`config.mk`:
```
export PLATFORM = sky130hd
export DESIGN_NAME = altfunc_gpio_port
export DESIGN_NICKNAME = d
export VERILOG_FILES = /design/src/rtl/altport_pkg.sv /design/src/rtl/port_sync.sv /design/src/rtl/port_regs.sv /design/src/rtl/port_pinmux.sv /design/src/rtl/altfunc_gpio_port.sv
export SDC_FILE = /design/constraint.sdc
export NUM_CORES = 1
export LEC_CHECK = 0
export BUFFER_PORTS_ARGS = -buffer_cell sky130_fd_sc_hd__clkbuf_2
export CELL_PAD_IN_SITES_DETAIL_PLACEMENT = 1
export CELL_PAD_IN_SITES_GLOBAL_PLACEMENT = 1
export CORE_MARGIN = 4
export CORE_UTILIZATION = 35
export CTS_BUF_LIST = sky130_fd_sc_hd__clkbuf_8
export CTS_CLUSTER_SIZE = 10
export DETAILED_ROUTE_END_ITERATION = 10
export PLACE_DENSITY_LB_ADDON = 0.12
export SYNTH_ARGS = -nofsm -noshare
export SYNTH_HDL_FRONTEND = slang
export SYNTH_SLANG_ARGS = --single-unit
```
`constraint.sdc`:
```
create_clock -name clk -period 1.2 [get_ports clk]
set_input_delay 0 -clock clk [delete_from_list [all_inputs] [get_ports clk]]
set_output_delay 0 -clock clk [all_outputs]
set_load 0.005 [all_outputs]
```
`src/rtl/altport_pkg.sv`:
```
package altport_pkg;
  localparam int ADDR_W   = 16;
  localparam int PORT_W   = 8;
  localparam int N_STROBE = 2;   // low pins that are strobe/clock only
  localparam logic [ADDR_W-1:0] DIR_ADDR = 16'hFE80;
  localparam logic [ADDR_W-1:0] DAT_ADDR = 16'hFE82;
  localparam logic [PORT_W-1:0] DIR_RST  = 8'h03;
  localparam logic [PORT_W-1:0] DIR_RDBK = 8'hFF;
endpackage

```
`src/rtl/port_sync.sv`:
```
module port_sync #(
  parameter int W      = 8,
  parameter int STAGES = 2
) (
  input  logic         clk,
  input  logic         rst_n,
  input  logic [W-1:0] d,
  output logic [W-1:0] q
);
  logic [STAGES-1:0][W-1:0] stg_q, stg_d;

  always_comb begin
    stg_d[0] = d;
    for (int s = 1; s < STAGES; s++) stg_d[s] = stg_q[s-1];
  end

  always_ff @(posedge clk or negedge rst_n) begin
    if (!rst_n) stg_q <= '0;
    else        stg_q <= stg_d;
  end

  assign q = stg_q[STAGES-1];
endmodule

```
`src/rtl/port_regs.sv`:
```
module port_regs
  import altport_pkg::*;
(
  input  logic                       clk,
  input  logic                       rst_n,
  input  logic                       sel,
  input  logic                       wr,
  input  logic [ADDR_W-1:0]          addr,
  input  logic [PORT_W-1:0]          wdata,
  input  logic [PORT_W-1:0]          pin_sync,
  output logic [PORT_W-1:0]          dir_q,
  output logic [PORT_W-1:N_STROBE]   dat_q,
  output logic [PORT_W-1:0]          rdata
);
  logic                     wr_dir, wr_dat;
  logic [PORT_W-1:0]        dir_d;
  logic [PORT_W-1:N_STROBE] dat_d;
  logic [PORT_W-1:0]        dat_view;

  assign wr_dir = sel & wr & (addr == DIR_ADDR);
  assign wr_dat = sel & wr & (addr == DAT_ADDR);

  always_comb begin
    dir_d = wr_dir ? wdata : dir_q;
    dat_d = wr_dat ? wdata[PORT_W-1:N_STROBE] : dat_q;
  end

  always_ff @(posedge clk or negedge rst_n) begin
    if (!rst_n) begin
      dir_q <= DIR_RST;
      dat_q <= '0;
    end else begin
      dir_q <= dir_d;
      dat_q <= dat_d;
    end
  end

  for (genvar i = 0; i < PORT_W; i++) begin : g_view
    if (i < N_STROBE) begin : g_ro
      assign dat_view[i] = pin_sync[i];
    end else begin : g_rw
      assign dat_view[i] = dir_q[i] ? dat_q[i] : pin_sync[i];
    end
  end

  always_comb begin
    case (addr)
      DIR_ADDR: rdata = DIR_RDBK;
      DAT_ADDR: rdata = dat_view;
      default:  rdata = '0;
    endcase
  end

  p_dir_load_r2: assert property (@(posedge clk) disable iff (!rst_n)
    wr_dir |=> dir_q == $past(wdata));
  p_dat_load_r3: assert property (@(posedge clk) disable iff (!rst_n)
    wr_dat |=> dat_q == $past(wdata[PORT_W-1:N_STROBE]));
  p_hold_r10: assert property (@(posedge clk) disable iff (!rst_n)
    !(sel && wr) |=> $stable(dir_q) && $stable(dat_q));
endmodule

```
`src/rtl/port_pinmux.sv`:
```
module port_pinmux
  import altport_pkg::*;
(
  input  logic                     clk,
  input  logic                     rst_n,
  input  logic                     expanded_mode,
  input  logic [PORT_W-1:0]        dir_q,
  input  logic [PORT_W-1:N_STROBE] dat_q,
  input  logic [6:3]               alt_in,
  input  logic                     tmr_oe,
  input  logic                     tmr_level,
  input  logic                     busack_n,
  input  logic                     estrobe,
  input  logic                     sysclk_out,
  output logic [PORT_W-1:0]        pin_oe,
  output logic [PORT_W-1:0]        pin_out,
  output logic [1:0]               irq_lvl,
  output logic                     adc_trig_lvl,
  output logic                     wait_lvl,
  output logic                     busreq_lvl
);
  always_comb begin
    pin_oe  = '0;
    pin_out = '0;
    for (int i = N_STROBE; i < PORT_W; i++) begin
      pin_oe[i]  = dir_q[i];
      pin_out[i] = dat_q[i];
    end
    if (tmr_oe) begin
      pin_oe[7]  = 1'b1;
      pin_out[7] = tmr_level;
    end
    if (expanded_mode) begin
      pin_oe[4]  = 1'b0;
      pin_oe[3]  = 1'b0;
      pin_oe[2]  = 1'b1;
      pin_out[2] = busack_n;
    end
    pin_oe[1]  = dir_q[1];
    pin_out[1] = estrobe;
    pin_oe[0]  = dir_q[0];
    pin_out[0] = sysclk_out;
  end

  assign irq_lvl      = {alt_in[6], alt_in[5]};
  assign adc_trig_lvl = alt_in[6];
  assign wait_lvl     = expanded_mode ? alt_in[4] : 1'b1;
  assign busreq_lvl   = expanded_mode ? alt_in[3] : 1'b1;

  p_tmr_override_r6: assert property (@(posedge clk) disable iff (!rst_n)
    tmr_oe |-> pin_oe[7] && (pin_out[7] == tmr_level));
  p_bus_inputs_r7: assert property (@(posedge clk) disable iff (!rst_n)
    expanded_mode |-> !pin_oe[4] && !pin_oe[3] && pin_oe[2]);
  p_bus_idle_r8: assert property (@(posedge clk) disable iff (!rst_n)
    !expanded_mode |-> wait_lvl && busreq_lvl);
  p_strobe_only_r5: assert property (@(posedge clk) disable iff (!rst_n)
    (pin_out[1] == estrobe) && (pin_out[0] == sysclk_out));
endmodule

```
`src/rtl/altfunc_gpio_port.sv`:
```
module altfunc_gpio_port
  import altport_pkg::*;
#(
  parameter int SYNC_STAGES = 2
) (
  input  logic              clk,
  input  logic              rst_n,
  input  logic              expanded_mode,
  input  logic              bus_sel,
  input  logic              bus_wr,
  input  logic [15:0]       bus_addr,
  input  logic [7:0]        bus_wdata,
  output logic [7:0]        bus_rdata,
  input  logic [7:0]        pin_in,
  output logic [7:0]        pin_oe,
  output logic [7:0]        pin_out,
  input  logic              tmr_oe,
  input  logic              tmr_level,
  input  logic              busack_n,
  input  logic              estrobe,
  input  logic              sysclk_out,
  output logic [1:0]        irq_lvl,
  output logic              adc_trig_lvl,
  output logic              wait_lvl,
  output logic              busreq_lvl
);
  logic [1:0]               rst_pipe;
  logic                     core_rst_n;
  logic [PORT_W-1:0]        pin_sync;
  logic [PORT_W-1:0]        dir_q;
  logic [PORT_W-1:N_STROBE] dat_q;

  always_ff @(posedge clk or negedge rst_n) begin
    if (!rst_n) rst_pipe <= 2'b00;
    else        rst_pipe <= {rst_pipe[0], 1'b1};
  end
  assign core_rst_n = rst_pipe[1];

  port_sync #(.W(PORT_W), .STAGES(SYNC_STAGES)) i_sync (
    .clk(clk), .rst_n(core_rst_n), .d(pin_in), .q(pin_sync));

  port_regs i_regs (
    .clk(clk), .rst_n(core_rst_n), .sel(bus_sel), .wr(bus_wr),
    .addr(bus_addr), .wdata(bus_wdata), .pin_sync(pin_sync),
    .dir_q(dir_q), .dat_q(dat_q), .rdata(bus_rdata));

  port_pinmux i_mux (
    .clk(clk), .rst_n(core_rst_n), .expanded_mode(expanded_mode),
    .dir_q(dir_q), .dat_q(dat_q), .alt_in(pin_sync[6:3]),
    .tmr_oe(tmr_oe), .tmr_level(tmr_level), .busack_n(busack_n),
    .estrobe(estrobe), .sysclk_out(sysclk_out),
    .pin_oe(pin_oe), .pin_out(pin_out), .irq_lvl(irq_lvl),
    .adc_trig_lvl(adc_trig_lvl), .wait_lvl(wait_lvl),
    .busreq_lvl(busreq_lvl));
endmodule

```
# Word level (Yosys, flattened, before mapping)
# Index checks and enable logic that the tools add are counted.
# word_totals
elab_cells	23
ff_bits	32
out_inout_bits	29
in_bits	42
# op_classes
n_bitwise	3
n_mux	13
eq_ne	2
# ops
op	n
equality test 16 bit (second input constant)	2
one-hot mux 8 bit (2 select lines)	1
2-to-1 mux 1 bit	11
AND 1 bit	3
2-to-1 mux 3 bit	1

# Depth between registers and ports, before layout
# logic_depth
ltp_word	2
mapped_depth	4
depth_no_buf	4

# Hierarchy
# From an unflattened synthesis, not the netlist that was laid out.
# unflattened
hier_cells	94
area_unflattened_um2	1388.8
# modules_own_cells
mod	seq_area_each_um2	cells_each	instances	area_each_um2
port_regs	352.8	54	1	768.2
port_sync	400.4	16	1	400.4
port_pinmux	0.0	21	1	166.4
altfunc_gpio_port	50.0	3	1	53.8

# Least setup slack after synthesis
# No wires, ideal clock.
# synth_timing
path_kind	input to register
from	in bus_addr[5]
to	reg i_regs.dir_q[2]
setup_time_ps	125
arrival_time_ps	1119
slack_ps	-44
path_stages	4
required_time_ps	1075
n_path_buf	0
path_cell_list	nor4b_4 -> nand4_4 -> nor2_8 -> mux2_2
# synth_between
elab_chain_len	2
# synth_lines
element	line_no	source
from (decl)	altfunc_gpio_port.sv:11	input logic [15:0] bus_addr,
equality test 16 bit	port_regs.sv:20	assign wr_dir = sel & wr & (addr == DIR_ADDR);
AND 1 bit	port_regs.sv:20	
to (signal assigned)	port_regs.sv:33	dir_q <= dir_d;
to (decl)	port_regs.sv:11	output logic [PORT_W-1:0] dir_q,
# Every way passes these cells.
# A chain may end at the register's enable or synchronous reset.

# Final worst setup path
# layout_timing
from	in bus_addr[5]
to	out bus_rdata[6]
# layout_between
elab_chain_len	2
elab_cells_between_ends	3
classes_between	eq/ne: 2; mux: 1
# layout_lines
element	line_no	source
equality test 16 bit	port_regs.sv:47	case (addr)
one-hot mux 8 bit (2 select lines) *	port_regs.sv:47	
to (decl)	altfunc_gpio_port.sv:13	output logic [7:0] bus_rdata,
# Mark *: on every way between the ends. The rest lies on a longest branch, timed or not.

==> impl_results.md <==
- Mapped Area: 1370 sq um
- Setup violators final: 0
- Initial Util: 36.9%
- WHS Path Cells: 0
- # nets final: between 200 and 250
- Detail Route met2 WL: approximately 1800 um
- Row Count: 22
- Routed vias/inst: about 4.6
- Critical hold path startpoint: sysclk_out
- Simple logic cell fraction of the synthesized area: 13.7%
- Fmax: 889 MHz
- Slack of the critical path: roughly 0.076 ns
- Root buf cell: clkbuf_8
- Worst EP required: 1.20 ns
- Antenna violations before repair: 0
- Synthesized Nets: about 140
- CP dominant cell by count: clkbuf_2
- Crit-path slowest cell: nor4b_4
- Max incr delay on CP: roughly 0.26 ns
- Final Hold Vio Count: 0
- Fin crit share: 93.7%
- Register area share after synthesis: between 50 and 60%
- Setup Skew: slightly below 0.002 ns
- M1 wire length: about 1200 um
- Die area: 4990 sq um
- FF-to-FF setup slack: 0.39 ns
- Inserted Clock Buffers: 5
- CP max FO: 8
- First-pass DRT Iterations: 3
- Top routing layer in use: met4
- Avg Inst Size Synth: 14.8 sq um
- Synth Area in Compound Gates: around 2.9%
- Leak: between 0.001 and 0.0015 uW
- Synth Warn #: 0
- Pwr/cell area: 1070 nW/um^2
- Filler instances: 403
- Setup Crit Path Kind: input port to output port
- Number of library cell types mapped by synthesis: 20
- N_diodes: 0
- Share of layout cells above drive strength 1: around 60%
- Crit-path cells: clkbuf_2 -> nor4b_4 -> buf_4 -> nand4_4 -> buf_6 -> o21ai_1 -> clkbuf_2
- Die height: 70.6 um
- Worst r2r path cells: 1
- DR WL met3: 362 um
- Area delta synth->final: 46.0%
- Hold Path Class: input port to output port
- Max-slew violation count: 0
- Adder-cell share of the synthesized area: 0%
- Drt initial violations: 20
- Clock Path Buffers: 2
- Largest net degree at the start of global routing: 17
- Post-Synth XOR/XNOR Area: 0%
- Final WL: 3340 um
- Post-synthesis mux area share: 17.5%
- Vias in the first global route: 1,122
- Setup TNS: 0 ns
- Crit path launch type: input port
- Gr usage total: 14.8%
- Main combinational cell family by area after synthesis: multiplexers
- I/O pin total: 71
- Setup crit end kind: output port
- Clk sinks: 32
- RR Startpoint: i_regs.dir_q[6]
- Post-Layout Cell Count: 225
- Max-cap violations: 0
- Number of synthesized register bits: 32
- Outcome: finished clean
- Drt drc: 0
- DP Worst Slack: -0.219 ns
- Setup crit start: bus_addr[5]
- Htree depth: 2
- GP Congestion: 0.797
- Hold slack: 0.00000198 ns
- Drt wl/cell: around 15 um
- Total grt overflow: 0
- Clock Latency Late Sink: 0.27 ns
- # port buffers: 66
- Critical path data arrival time: 1.12 ns
- Hold Path End: pin_out[0]
- Cells after Synth: 93
- Maximum vdd drop: between 700 and 800 uV
- Final worst path period need: 1.12 ns
- Floorplan Core Area: 3720 sq um
- Die Span X: 70.6 um
- First-pass GRT wire length: between 5000 and 6000 um
- RSZ-0062 raised after global routing: yes
- Dpl cells: roughly 200
- CTS tree: done
- DR vias: 1,037
- Antenna Nets Post-Route: 0
- DP Wirelength: 2520 um
- Critical R2R Capture: i_regs.dir_q[6]
worst max-delay path: cells and delay by family:
kind	cells	cell delay (ns)
AND/OR/NAND/NOR	2	0.39
buffers and inverters	4	0.59
AO/OA/AOI/OAI	1	0.15
layout make-up:
| type | instances | area, sq um | area share (%) |
|---|---|---|---|
| inverter | 2 | 7.51 | 0.375 |
| tap | 48 | 60.1 | 3.00 |
| timing repair buffer | 88 | 542 | 27.0 |
| multi-input combinational | 47 | 498 | 24.8 |
| sequential | 32 | 803 | 40.1 |
| clock buffer | 6 | 82.6 | 4.12 |
| clock inverter | 2 | 11.3 | 0.562 |
timing repair:
action | in CTS | in global routing
hold endpoints to repair | 24 | 0
pin swaps | 2 | 0
endpoints found under the setup margin | 4 | 8
resized for setup | 0 | 9
hold buffers | 17 | 0
buffers inserted | 1 | 0
through the flow:
step           total power, uW  utilization [%]  area [sq um]
6_report                  2140             53.9          2000
3_5_place_dp              1290             46.4          1730
5_1_grt                   2250             53.9          2000
3_3_place_gp              1290             46.4          1730
4_1_cts                   2180             53.7          2000
2_1_floorplan             1200                -          1400
cell usage after synthesis, drive strengths merged:
cell type  count  area share [%]
nor2b          2            0.91
mux2          16              13
dfrtp         30              55
nand2b         2            0.91
or2            2            0.91
dfstp          2             3.8
buf           12             6.6
nand4          2             3.1
conb           1            0.27
o21ai          8             2.9
nand2          1            0.27
mux2i          6             4.4
inv            2            0.55
and4           1            0.64
nor4b          2             2.8
nor2           2             2.3
and4bb         2             1.8
where the power goes:
| group | switching [uW] | leakage, uW | total (uW) | internal (uW) |
|---|---|---|---|---|
| Clock | 371 | 0.0000486 | 827 | 457 |
| Sequential | 13.9 | 0.000398 | 1120 | 1110 |
| Combinational | 77.3 | 0.000605 | 193 | 115 |
| Total | 462 | 0.00105 | 2140 | 1680 |
flip-flops by register name, indices dropped and copies added (netlist names):
name and flops:
i_sync.q 8, i_sync.stg_d 8, i_regs.dat_q 6, rst_pipe 2
i_regs.dir_q 8
worst max-delay path by stage:
| stage | end | slack, ns |
|---|---|---|
| after floorplan | i_regs.dir_q[2] | -0.03 |
| after global placement | i_regs.dat_q[2] | -0.19 |
| after detailed placement | i_regs.dat_q[5] | -0.22 |
| after CTS | bus_rdata[6] | 0.004 |
| after global routing | bus_rdata[3] | -0.008 |
| final | bus_rdata[6] | 0.08 |
cell usage in the layout, fill, tap and decap left out:
master,n
clkbuf_2,66
dfrtp_1,30
dlygate4sd3_1,17
mux2_2,10
mux2i_1,6
o21ai_1,6
mux2_4,6
clkbuf_8,6
buf_4,4
inv_1,3
and4bb_2,2
nand4_4,2
nor2b_1,2
or2_2,2
nand2b_1,2
dfstp_2,2
nor4b_4,1
and4_1,1
nor4b_2,1
o21ai_2,1
o21ai_0,1
nand2_1,1
nor2_4,1
nor2_8,1
clkinvlp_4,1
buf_6,1
conb_1,1
kinds of logic (layout without fill, tap and decap cells):
family          count (synthesis)  after routing
flops                          32             32
mux                            22             22
simple gates                   16             16
buf+inv                        14             98
compound gates                  8              8
other cells                     1              1
per-layer routing:
metal / up-vias / global-route usage [%]
met5: - / 0
met2: 48 / 26.3
met1: 507 / 16.0
met3: 5 / 5.97
li1: 477 / -
met4: 0 / 5.01
Power figures use the tool's default switching activity.
